==> config.mk <==
export PLATFORM = sky130hd
export DESIGN_NAME = ar_timer
export DESIGN_NICKNAME = d
export VERILOG_FILES = /design/src/rtl/tmr_pkg.sv /design/src/rtl/tmr_sync.sv /design/src/rtl/tmr_tick_src.sv /design/src/rtl/tmr_count_core.sv /design/src/rtl/tmr_xint_ch.sv /design/src/rtl/ar_timer.sv
export SDC_FILE = /design/constraint.sdc
export NUM_CORES = 1
export LEC_CHECK = 0
export BUFFER_PORTS_ARGS = -buffer_cell sky130_fd_sc_hd__buf_2
export CAP_MARGIN = 20
export CORE_ASPECT_RATIO = 0.75
export CORE_MARGIN = 5
export CORE_UTILIZATION = 55
export CTS_CLUSTER_SIZE = 10
export DETAILED_ROUTE_END_ITERATION = 6
export GPL_ROUTABILITY_DRIVEN = 0
export PLACE_DENSITY = 0.79
export SLEW_MARGIN = 25
export SYNTH_ARGS = -nofsm -noshare
export SYNTH_HDL_FRONTEND = slang
export SYNTH_HIERARCHICAL = 1
export SYNTH_SLANG_ARGS = --single-unit
==> constraint.sdc <==
create_clock -name clk_i -period 4.5 [get_ports clk_i]
set_input_delay 1.35 -clock clk_i [delete_from_list [all_inputs] [get_ports clk_i]]
set_output_delay 1.35 -clock clk_i [all_outputs]
set_load 0.01 [all_outputs]
==> src/rtl/tmr_pkg.sv <==
package tmr_pkg;
  localparam int CNT_W  = 16;
  localparam int BYTE_W = 8;
  localparam int ADDR_W = 3;

  localparam logic [ADDR_W-1:0] A_CTRL = 3'd0;
  localparam logic [ADDR_W-1:0] A_CLO  = 3'd1;
  localparam logic [ADDR_W-1:0] A_CHI  = 3'd2;
  localparam logic [ADDR_W-1:0] A_RLO  = 3'd3;
  localparam logic [ADDR_W-1:0] A_RHI  = 3'd4;

  // bit order matters: software decodes it
  typedef struct packed {
    logic gate_en;
    logic src_ext;
    logic ovf;
    logic run;
    logic x0_flag;
    logic x0_edge;
    logic x1_flag;
    logic x1_edge;
  } ctrl_t;
endpackage

==> src/rtl/tmr_sync.sv <==
module tmr_sync #(
  parameter int W = 1,
  parameter int STAGES = 2,
  parameter logic [W-1:0] RST_VAL = '1
) (
  input  logic         clk_i,
  input  logic         rst_ni,
  input  logic [W-1:0] d_i,
  output logic [W-1:0] q_o
);
  logic [W-1:0] stg_q [STAGES];

  for (genvar g = 0; g < STAGES; g++) begin : g_stg
    if (g == 0) begin : g_first
      always_ff @(posedge clk_i or negedge rst_ni)
        if (!rst_ni) stg_q[g] <= RST_VAL;
        else         stg_q[g] <= d_i;
    end else begin : g_next
      always_ff @(posedge clk_i or negedge rst_ni)
        if (!rst_ni) stg_q[g] <= RST_VAL;
        else         stg_q[g] <= stg_q[g-1];
    end
  end

  assign q_o = stg_q[STAGES-1];
endmodule

==> src/rtl/tmr_tick_src.sv <==
module tmr_tick_src #(
  parameter int DIV = 12
) (
  input  logic clk_i,
  input  logic rst_ni,
  input  logic run_i,
  input  logic gate_en_i,
  input  logic src_ext_i,
  input  logic gate_pin_i,
  input  logic cnt_pin_i,
  output logic inc_o
);
  localparam int PW = (DIV > 1) ? $clog2(DIV) : 1;
  localparam logic [PW-1:0] PMAX = PW'(DIV - 1);

  logic [PW-1:0] pre_q;
  logic          tick;
  logic          samp_q;
  logic          fall;
  logic          enabled;

  assign tick = (pre_q == PMAX);

  always_ff @(posedge clk_i or negedge rst_ni)
    if (!rst_ni)   pre_q <= '0;
    else if (tick) pre_q <= '0;
    else           pre_q <= pre_q + 1'b1;

  // one pin sample per machine cycle
  always_ff @(posedge clk_i or negedge rst_ni)
    if (!rst_ni)   samp_q <= 1'b0;
    else if (tick) samp_q <= cnt_pin_i;

  assign fall    = samp_q & ~cnt_pin_i;
  assign enabled = run_i & (~gate_en_i | gate_pin_i);
  assign inc_o   = tick & enabled & (src_ext_i ? fall : 1'b1);

  if (DIV > 1) begin : g_gap

    tick_gap_chk: assert property (@(posedge clk_i) disable iff (!rst_ni)
      tick |=> !tick);
  end

  pre_range_chk: assert property (@(posedge clk_i) disable iff (!rst_ni)
    pre_q <= PMAX);

  gate_block_chk: assert property (@(posedge clk_i) disable iff (!rst_ni)
    (gate_en_i && !gate_pin_i) |-> !inc_o);
endmodule

==> src/rtl/tmr_count_core.sv <==
module tmr_count_core
  import tmr_pkg::*;
(
  input  logic              clk_i,
  input  logic              rst_ni,
  input  logic              inc_i,
  input  logic              wr_lo_i,
  input  logic              wr_hi_i,
  input  logic              wr_rlo_i,
  input  logic              wr_rhi_i,
  input  logic [BYTE_W-1:0] wdata_i,
  output logic [CNT_W-1:0]  cnt_o,
  output logic [CNT_W-1:0]  rld_o,
  output logic              ovf_evt_o
);
  logic [CNT_W-1:0] cnt_q, rld_q, cnt_adv, cnt_n;

  assign ovf_evt_o = inc_i & (&cnt_q);
  assign cnt_adv   = ovf_evt_o ? rld_q : cnt_q + 1'b1;

  always_comb begin
    cnt_n = inc_i ? cnt_adv : cnt_q;
    if (wr_lo_i) cnt_n[BYTE_W-1:0]     = wdata_i;
    if (wr_hi_i) cnt_n[CNT_W-1:BYTE_W] = wdata_i;
  end

  always_ff @(posedge clk_i or negedge rst_ni)
    if (!rst_ni) cnt_q <= '0;
    else         cnt_q <= cnt_n;

  always_ff @(posedge clk_i or negedge rst_ni)
    if (!rst_ni) rld_q <= '0;
    else begin
      if (wr_rlo_i) rld_q[BYTE_W-1:0]     <= wdata_i;
      if (wr_rhi_i) rld_q[CNT_W-1:BYTE_W] <= wdata_i;
    end

  assign cnt_o = cnt_q;
  assign rld_o = rld_q;


  reload_chk: assert property (@(posedge clk_i) disable iff (!rst_ni)
    (ovf_evt_o && !wr_lo_i && !wr_hi_i) |=> (cnt_q == $past(rld_q)));

  hold_chk: assert property (@(posedge clk_i) disable iff (!rst_ni)
    (!inc_i && !wr_lo_i && !wr_hi_i) |=> $stable(cnt_q));

  step_chk: assert property (@(posedge clk_i) disable iff (!rst_ni)
    (inc_i && !(&cnt_q) && !wr_lo_i && !wr_hi_i) |=> (cnt_q == $past(cnt_q) + 1'b1));
endmodule

==> src/rtl/tmr_xint_ch.sv <==
module tmr_xint_ch (
  input  logic clk_i,
  input  logic rst_ni,
  input  logic pin_i,
  input  logic edge_mode_i,
  input  logic ack_i,
  input  logic wr_i,
  input  logic wr_val_i,
  output logic flag_o
);
  logic prev_q, flag_q, fall;

  always_ff @(posedge clk_i or negedge rst_ni)
    if (!rst_ni) prev_q <= 1'b1;
    else         prev_q <= pin_i;

  assign fall = prev_q & ~pin_i;

  always_ff @(posedge clk_i or negedge rst_ni)
    if (!rst_ni)          flag_q <= 1'b0;
    else if (wr_i)        flag_q <= wr_val_i;
    else if (!edge_mode_i) flag_q <= ~pin_i;
    else if (fall)        flag_q <= 1'b1;
    else if (ack_i)       flag_q <= 1'b0;

  assign flag_o = flag_q;


  level_follow_chk: assert property (@(posedge clk_i) disable iff (!rst_ni)
    (!edge_mode_i && !wr_i) |=> (flag_q == !$past(pin_i)));

  edge_set_chk: assert property (@(posedge clk_i) disable iff (!rst_ni)
    (edge_mode_i && fall && !wr_i) |=> flag_q);

  ack_clr_chk: assert property (@(posedge clk_i) disable iff (!rst_ni)
    (edge_mode_i && ack_i && !fall && !wr_i) |=> !flag_q);
endmodule

==> src/rtl/ar_timer.sv <==
module ar_timer
  import tmr_pkg::*;
#(
  parameter int DIV = 12,
  parameter int SYNC_STAGES = 2
) (
  input  logic              clk_i,
  input  logic              rst_ni,
  input  logic [ADDR_W-1:0] addr_i,
  input  logic              wr_en_i,
  input  logic [BYTE_W-1:0] wr_data_i,
  output logic [BYTE_W-1:0] rd_data_o,
  input  logic              cnt_pin_i,
  input  logic              xint0_i,
  input  logic              xint1_i,
  input  logic              ack_tmr_i,
  input  logic              ack_x0_i,
  input  logic              ack_x1_i,
  output logic              irq_tmr_o,
  output logic              irq_x0_o,
  output logic              irq_x1_o
);
  ctrl_t            ctrl_w, ctrl_rd;
  logic             gate_en_q, src_ext_q, run_q, x0_edge_q, x1_edge_q, ovf_q;
  logic             x0_flag, x1_flag;
  logic [2:0]       pins_s;
  logic             inc, ovf_evt;
  logic [CNT_W-1:0] cnt, rld;
  logic             wr_ctrl;

  assign ctrl_w  = ctrl_t'(wr_data_i);
  assign wr_ctrl = wr_en_i && (addr_i == A_CTRL);

  tmr_sync #(.W(3), .STAGES(SYNC_STAGES), .RST_VAL(3'b111)) i_sync (
    .clk_i, .rst_ni,
    .d_i({xint1_i, xint0_i, cnt_pin_i}),
    .q_o(pins_s)
  );

  always_ff @(posedge clk_i or negedge rst_ni)
    if (!rst_ni) begin
      gate_en_q <= 1'b0;
      src_ext_q <= 1'b0;
      run_q     <= 1'b0;
      x0_edge_q <= 1'b0;
      x1_edge_q <= 1'b0;
    end else if (wr_ctrl) begin
      gate_en_q <= ctrl_w.gate_en;
      src_ext_q <= ctrl_w.src_ext;
      run_q     <= ctrl_w.run;
      x0_edge_q <= ctrl_w.x0_edge;
      x1_edge_q <= ctrl_w.x1_edge;
    end

  // bus write wins, then overflow set, then acknowledge
  always_ff @(posedge clk_i or negedge rst_ni)
    if (!rst_ni)        ovf_q <= 1'b0;
    else if (wr_ctrl)   ovf_q <= ctrl_w.ovf;
    else if (ovf_evt)   ovf_q <= 1'b1;
    else if (ack_tmr_i) ovf_q <= 1'b0;

  tmr_tick_src #(.DIV(DIV)) i_tick (
    .clk_i, .rst_ni,
    .run_i(run_q),
    .gate_en_i(gate_en_q),
    .src_ext_i(src_ext_q),
    .gate_pin_i(pins_s[1]),
    .cnt_pin_i(pins_s[0]),
    .inc_o(inc)
  );

  tmr_count_core i_core (
    .clk_i, .rst_ni,
    .inc_i(inc),
    .wr_lo_i(wr_en_i && addr_i == A_CLO),
    .wr_hi_i(wr_en_i && addr_i == A_CHI),
    .wr_rlo_i(wr_en_i && addr_i == A_RLO),
    .wr_rhi_i(wr_en_i && addr_i == A_RHI),
    .wdata_i(wr_data_i),
    .cnt_o(cnt),
    .rld_o(rld),
    .ovf_evt_o(ovf_evt)
  );

  tmr_xint_ch i_x0 (
    .clk_i, .rst_ni,
    .pin_i(pins_s[1]),
    .edge_mode_i(x0_edge_q),
    .ack_i(ack_x0_i),
    .wr_i(wr_ctrl),
    .wr_val_i(ctrl_w.x0_flag),
    .flag_o(x0_flag)
  );

  tmr_xint_ch i_x1 (
    .clk_i, .rst_ni,
    .pin_i(pins_s[2]),
    .edge_mode_i(x1_edge_q),
    .ack_i(ack_x1_i),
    .wr_i(wr_ctrl),
    .wr_val_i(ctrl_w.x1_flag),
    .flag_o(x1_flag)
  );

  always_comb begin
    ctrl_rd = '{gate_en: gate_en_q, src_ext: src_ext_q, ovf: ovf_q, run: run_q,
                x0_flag: x0_flag, x0_edge: x0_edge_q,
                x1_flag: x1_flag, x1_edge: x1_edge_q};
    case (addr_i)
      A_CTRL:  rd_data_o = ctrl_rd;
      A_CLO:   rd_data_o = cnt[BYTE_W-1:0];
      A_CHI:   rd_data_o = cnt[CNT_W-1:BYTE_W];
      A_RLO:   rd_data_o = rld[BYTE_W-1:0];
      A_RHI:   rd_data_o = rld[CNT_W-1:BYTE_W];
      default: rd_data_o = '0;
    endcase
  end

  assign irq_tmr_o = ovf_q;
  assign irq_x0_o  = x0_flag;
  assign irq_x1_o  = x1_flag;


  ovf_set_chk: assert property (@(posedge clk_i) disable iff (!rst_ni)
    (ovf_evt && !wr_ctrl) |=> irq_tmr_o);

  ovf_ack_chk: assert property (@(posedge clk_i) disable iff (!rst_ni)
    (ack_tmr_i && !ovf_evt && !wr_ctrl) |=> !irq_tmr_o);

  ovf_wr_chk: assert property (@(posedge clk_i) disable iff (!rst_ni)
    wr_ctrl |=> (irq_tmr_o == $past(wr_data_i[5])));
endmodule

* Word-level counts from Yosys, hierarchy flattened
Cells that the tools add are included.
** Word-level totals
- Bits in registers :: 53
- Input port bits :: 20
- Output and inout bits :: 11
- Word-level logic and storage cells :: 67
** Cells by class
- Add/sub/neg operators :: 2
- Equal/unequal tests :: 7
- Muxes and demuxes :: 18
- Bitwise operators :: 12
- Reductions and logical operators :: 10
** Operators with widths (count)
- $pmux W8 S5 :: 1
- $mux W16 :: 2
- $add A16 B1 Y16 const B :: 1
- $mux W8 :: 2
- $reduce_and A16 Y1 :: 1
- $mux W1 :: 12
- $ne A4 B2 Y1 const B :: 2
- $and A1 B1 Y1 :: 7
- $eq A3 B2 Y1 const B :: 2
- $logic_and A1 B1 Y1 :: 5
- $add A4 B1 Y4 const B :: 1
- $eq A4 B4 Y1 const B :: 1
- $mux W4 :: 1
- $not A1 Y1 :: 4
- $reduce_bool A2 Y1 :: 2
- $eq A3 B1 Y1 const B :: 1
- $eq A3 B3 Y1 const B :: 1
- $logic_not A3 Y1 :: 1
- $reduce_bool A3 Y1 :: 1
- $or A1 B1 Y1 :: 1

* Depth between registers and ports, before layout
Gate-level depths: netlist of run 1.
- Depth after elaboration :: 9
- Depth in mapped cells :: 8
- Mapped depth without buffers :: 7

* Cells and area by module
The synthesis of run 1 kept the hierarchy.
** By module, submodules not included
- tmr_count_core :: times used 1, cells an instance 181, area each 1803.0 µm², sequential area each 800.8 µm²
- ar_timer :: times used 1, cells an instance 73, area each 644.4 µm², sequential area each 150.1 µm²
- tmr_tick_src :: times used 1, cells an instance 20, area each 267.8 µm², sequential area each 125.1 µm²
- tmr_sync :: times used 1, cells an instance 9, area each 180.2 µm², sequential area each 157.7 µm²
- tmr_xint_ch :: times used 2, cells an instance 6, area each 88.8 µm², sequential area each 51.3 µm²

* Least setup slack after synthesis of run 1
Ideal clock, no wire load.
- Kind :: input -> output
- From :: input addr_i[1]
- To :: output rd_data_o[2]
- Data arrival time :: 2.161 ns
- Required time :: 3.150 ns
- Setup slack :: 0.989 ns
- Stages :: 5
- Buffers on the path :: 2
- Cells stage by stage :: buf_2 > buf_1 > nor3b_1 > a21oi_1 > o22ai_1
** On the way
- Cells in the longest elaborated chain, start to end :: 2
- Elaborated cells between the ends (all ways) :: 6
- Those cells by class :: eq/ne: 4; mux: 1; reduce/logical: 1
** RTL lines
- from (decl) :: RTL line ar_timer.sv:9 : input logic [ADDR_W-1:0] addr_i,
- $eq A3 B3 Y1, or another cell as far along :: RTL line ar_timer.sv:109 : case (addr_i)
- $pmux W8 S5 * :: RTL line ar_timer.sv:109
- to (decl) :: RTL line ar_timer.sv:12 : output logic [BYTE_W-1:0] rd_data_o,
Mark *: on every way between the ends. The rest lies on a longest branch, timed or not.

* Worst setup path after layout of run 1
- From :: input addr_i[0]
- To :: output rd_data_o[5]
The elaborated chain is that of the path after synthesis.

==> results.yml, run 1 <==
clock_tree:
  postCtsSetupRepairBufs: 0
  cts_tree: "done"
  cts_buffers: 5
  cts_root_buffer: "clkbuf_8"
  clockBufferDepth: 2
  cts-resized-gates: 0
  clk_latency_ps: 310
  cts_max_level: 2
  cts.clk_slew.worst_paths_ps: 100
  numClockSinks: 53
  cts-hold-fix-buffers: 0
setup_path:
  reg2reg_depth: 8
  rr_startpoint: "i_tick/pre_q[0]"
  crit_arrival_ps: 2640
  rrSetupSlack_ps: 1560
  startpoint_type: "primary input"
  worstPathMaxFanout: 23
  required_ps: 3150
  path_class: "in -> out"
  critPathCaptureType: "primary output"
  reg2reg_to: "i_core/cnt_o[3]"
die:
  start_util: 0.571
  core_area_um2: 5380
  rows: 23
  ios: 31
  dieArea_um2: 7200
  fp.dieW_um: 96.3
  fp.dieH_um: 74.7
sta:
  worst_pin_slew_ps: 793
  clock_skew_ps: 6.28
  setup_viol: 0
  rsz0062_at_grt: "false"
  max_freq_mhz: 250
  hold_violations: 0
  finalCritPeriodShare: 0.888
  finalCriticalPeriod_ps: 3990
  drv_slew: 0
  fin_tns_setup_ps: 0
  relSlewSlack: 0.467
power_and_ir_drop:
  swShare: 0.353
  pwr-share-comb: 0.249
  power_frac_seq: 0.539
  p_per_area_nw_per_um2: 395
  ir_drop_uv: 280
  p_sw_mw: 0.469
  intPower_mw: 0.860
  report.power.total_mw: 1.33
  p_leak_nw: 1.37
  clock_power_share: 0.212
grt:
  antenna_found_initial: 0
  track_usage: 0.236
  grt_pass1_vias: 2513
  grt_pass1_wl_mm: 13.0
  grt_start_max_net_pins: 43
  overflow: 0
synth:
  synth_top_area_cell: "dfrtp_1"
  yosysWarningCount: 6
  syn-cell-area_um2: 3070
  synthArstFlopShare: 1.00
  syn_area_per_cell_um2: 10.4
  synth_seq_cells: 53
  postSynthCellCount: 295
  synth.net_count: 317
  ys_seq_area_frac: 0.435
  yosysTopAreaCellShare: 0.366
  synthTopCellsByArea: "dfrtp_1 37%, mux2_2 11%, dfstp_2 6.8%"
  synth_cell_type_count: 53
  synth-edff-count: 0
  synth_top_flop_cell: "dfrtp_1"
worst_hold_path:
  hp-start: "i_sync/stg_q[4]"
  hold_end: "i_sync/q_o[1]"
  hp-class: "reg -> reg"
  hold_depth: 0
drt:
  vias: 2522
  drtIter0Drc: 191
  dr.pass1.iters: 5
  ant_nets: 0
  route.detailed.drc: 0
  avgViaCountPerCell: 6.42
  wl_mm: 7.80
  wl_per_cell_um: 19.8
cells_and_area:
  stdcell_area_um2: 3360
  layout_commonest_cell: "dfrtp_1"
  antenna_cells: 0
  layout.cells.non_filler: 393
  utilization: 0.625
  nNetsFinal: 339
  drive_above_1_share: 0.289
  syn2layout_area_growth_pct: 9.45
  mostFrequentLayoutCells: "45 x dfrtp_1, 29 x mux2_2, 29 x buf_2, 20 x a21oi_1"
run_status:
  outcome: "finished clean"
placement:
  hpwl_mm: 5.51
  placed_area_um2: 3270
  place_inst: 385
  port-buffer-count: 30
job:
  max_cap_violations: 0
sequential cells by signal (all words and copies together) (netlist names):
register	flops
gate_en_q	1
i_core/cnt_o	16
i_core/rld_o	16
i_sync/q_o	3
i_sync/stg_q	3
i_tick/pre_q	4
i_tick/samp_q	1
i_x0/flag_o	1
i_x0/prev_q	1
i_x1/flag_o	1
i_x1/prev_q	1
irq_tmr_o	1
run_q	1
src_ext_q	1
x0_edge_q	1
x1_edge_q	1
cells by family (layout without fill, tap and decap cells):
logic type,Yosys count,count (layout),share of synthesized area
flip-flops,53,53,0.435
adder cells (fa/ha/maj),2,2,0.00814
buffers and inverters,26,49,0.0387
AND/OR/NAND/NOR,105,105,0.226
AO/OA/AOI/OAI,67,67,0.145
multiplexers,36,36,0.129
XOR/XNOR,6,6,0.0171
worst max-delay path: stages:
cell	delay (ps)
buf_2	260
nor2b_1	400
buf_4	210
a22oi_1	60
o22ai_1	190
buf_2	160
worst max-delay path by stage:
stage / cells past startpoint / end / slack (ps) / start
final: 6 / rd_data_o[5] / 510 / addr_i[0]
after global routing: 6 / rd_data_o[4] / 400 / addr_i[0]
after CTS: 6 / rd_data_o[4] / 540 / addr_i[0]
after detailed placement: 6 / rd_data_o[5] / 550 / addr_i[0]
after global placement: 6 / rd_data_o[7] / 620 / addr_i[0]
after floorplan: 5 / rd_data_o[2] / 990 / addr_i[1]
cell type report:
cell class	instances	area, um^2
clock inverters	3	26.3
repair buffers	37	205
inverters	4	15.0
flip-flops and latches	53	1340
fillers	458	2020
multi-input cells	216	1620
clock buffers	5	68.8
well taps	75	93.8
metal layers:
layer	share of wire	routed length, um	up-vias	track usage
met4	0.021	163	0	0.0731
met1	0.46	3590	1220	0.338
met2	0.44	3420	132	0.364
met5	0	0	-	0
li1	-	-	1149	-
met3	0.080	627	21	0.0470
through the flow:
stage	setup WS (ps)	hold slack, ps
6_report	505	362
2_1_floorplan	989	345
5_1_grt	399	373
4_1_cts	545	363
3_5_place_dp	547	348
3_3_place_gp	617	346
power by group through the flow:
stage	combinational, mW	sequential [mW]	clock (mW)
6_report	0.330	0.717	0.282
5_1_grt	0.366	0.729	0.309
4_1_cts	0.329	0.709	0.286
3_5_place_dp	0.323	0.718	0
3_3_place_gp	0.310	0.712	0
2_1_floorplan	0.261	0.663	0
cells in the mapped netlist, types with 7 or more instances:
cell and number:
a21oi_1 20, a22oi_1 8, clkbuf_1 10, dfrtp_1 45, dfstp_2 8, mux2_2 29, nand2_1 16, nand3_1 10
nor2_1 15, nor2b_1 7, nor3b_1 16, o21ai_0 8, o22ai_1 7
Power figures use the tool's default switching activity.
==> run 2: changes to the inputs <==
CORE_UTILIZATION = 39   (was 55)
PLACE_DENSITY = 0.61   (was 0.79)
==> results.yml, run 2 (synthesis results as in run 1) <==
clock_tree:
  cts_root_buffer: "clkbuf_8"
  cts-resized-gates: 0
  numClockSinks: 53
  clk_latency_ps: 310
  cts-hold-fix-buffers: 0
  cts_max_level: 2
  clockBufferDepth: 2
  cts.clk_slew.worst_paths_ps: 100
  cts_tree: "done"
  postCtsSetupRepairBufs: 0
  cts_buffers: 5
grt:
  grt_pass1_wl_mm: 13.6
  grt_pass1_vias: 2548
  antenna_found_initial: 0
  overflow: 0
  grt_start_max_net_pins: 32
  track_usage: 0.174
setup_path:
  path_cells: "buf_2 -> buf_4 -> mux2_2 -> a21oi_1 -> o22ai_1 -> buf_2"
  slowest_delay_ps: 350
  startpoint_type: "primary input"
  critPathCaptureType: "primary output"
  required_ps: 3150
  reg2reg_to: "i_core/cnt_o[11]"
  reg2reg_depth: 8
  crit_arrival_ps: 2610
  worstPathMaxFanout: 14
  cpMostUsedCell: "buf_2"
  startpoint: "addr_i[0]"
  cp.depth: 6
  setup.worst_path.end: "rd_data_o[2]"
  rr_startpoint: "i_tick/pre_q[0]"
  crit_family: "buffers and inverters"
  rrSetupSlack_ps: 1550
  cp.buffers_inverters: 3
  critPathSlowestCell: "mux2_2"
  path_class: "in -> out"
cells_and_area:
  syn2layout_area_growth_pct: 10.1
  mostFrequentLayoutCells: "45 x dfrtp_1, 30 x buf_2, 29 x mux2_2, 20 x a21oi_1"
  layout_commonest_cell: "dfrtp_1"
  antenna_cells: 0
  nNetsFinal: 338
  drive_above_1_share: 0.284
drt:
  avgViaCountPerCell: 5.82
  ant_nets: 0
  dr.pass1.iters: 4
  drtIter0Drc: 178
  vias: 2458
  wl_mm: 7.90
  wl_per_cell_um: 18.7
  route.detailed.drc: 0
placement:
  place_ws_ps: 554
  hpwl_mm: 5.80
  port-buffer-count: 30
sta:
  finalCritPeriodShare: 0.879
  worst_slack_ps: 545
  setup_viol: 0
  drv_slew: 0
  relSlewSlack: 0.449
  hold_violations: 0
  worst_pin_slew_ps: 820
  finalCriticalPeriod_ps: 3960
  clock_skew_ps: 6.97
  fin_tns_setup_ps: 0
  max_freq_mhz: 253
  rsz0062_at_grt: "false"
die:
  start_util: 0.395
  ios: 31
  fp.dieW_um: 112
  rows: 28
  dieArea_um2: 9770
  core_area_um2: 7780
  fp.dieH_um: 86.9
worst_hold_path:
  hp-class: "reg -> reg"
  hp-start: "i_sync/stg_q[3]"
power_and_ir_drop:
  p_leak_nw: 1.35
  ir_drop_uv: 148
  p_per_area_nw_per_um2: 387
job:
  max_cap_violations: 0
run_status:
  outcome: "finished clean"
run 2: layout make-up:
class                   instances  area [um^2]
inverters                       4         15.0
clock buffers                   6         72.6
flip-flops and latches         53         1340
repair buffers                 36          195
clock inverters                 2         15.0
well taps                     105          131
multi-input cells             216         1620
fillers                       772         4390
run 2: worst min path at each step:
stage / to / slack, ps / cells past startpoint
2_1_floorplan: i_sync/q_o[0] / 350 / 0
6_report: i_sync/q_o[0] / 360 / 0
4_1_cts: i_sync/q_o[0] / 350 / 0
3_5_place_dp: i_sync/q_o[0] / 350 / 0
3_3_place_gp: i_sync/q_o[1] / 350 / 0
5_1_grt: i_sync/q_o[0] / 370 / 0
run 2: where the power goes:
group	total, mW	internal (mW)	switching, mW
logic	0.325	0.174	0.151
clock network	0.273	0.110	0.162
registers	0.712	0.571	0.141
total	1.31	0.856	0.454
run 2: routing by layer:
metal,vias to the layer above,wire [um],part of all wire,track usage
li1,1148,-,-,-
met1,1227,3820,0.48,0.254
met2,74,3460,0.44,0.271
met3,9,538,0.068,0.0313
met4,0,85,0.011,0.0404
met5,-,0,0,0
run 2: per-stage QoR:
stage                     total power [mW]  instances  utilization  cell area, um^2  hold WS [ps]
final                                 1.31        422        0.435             3380           355
after global routing                  1.40        422        0.435             3380           368
after CTS                             1.32        422        0.435             3380           354
after detailed placement              1.04        414        0.424             3300           347
after global placement                1.03        414        0.424             3300           346
after floorplan                      0.924        295            -             3070           345
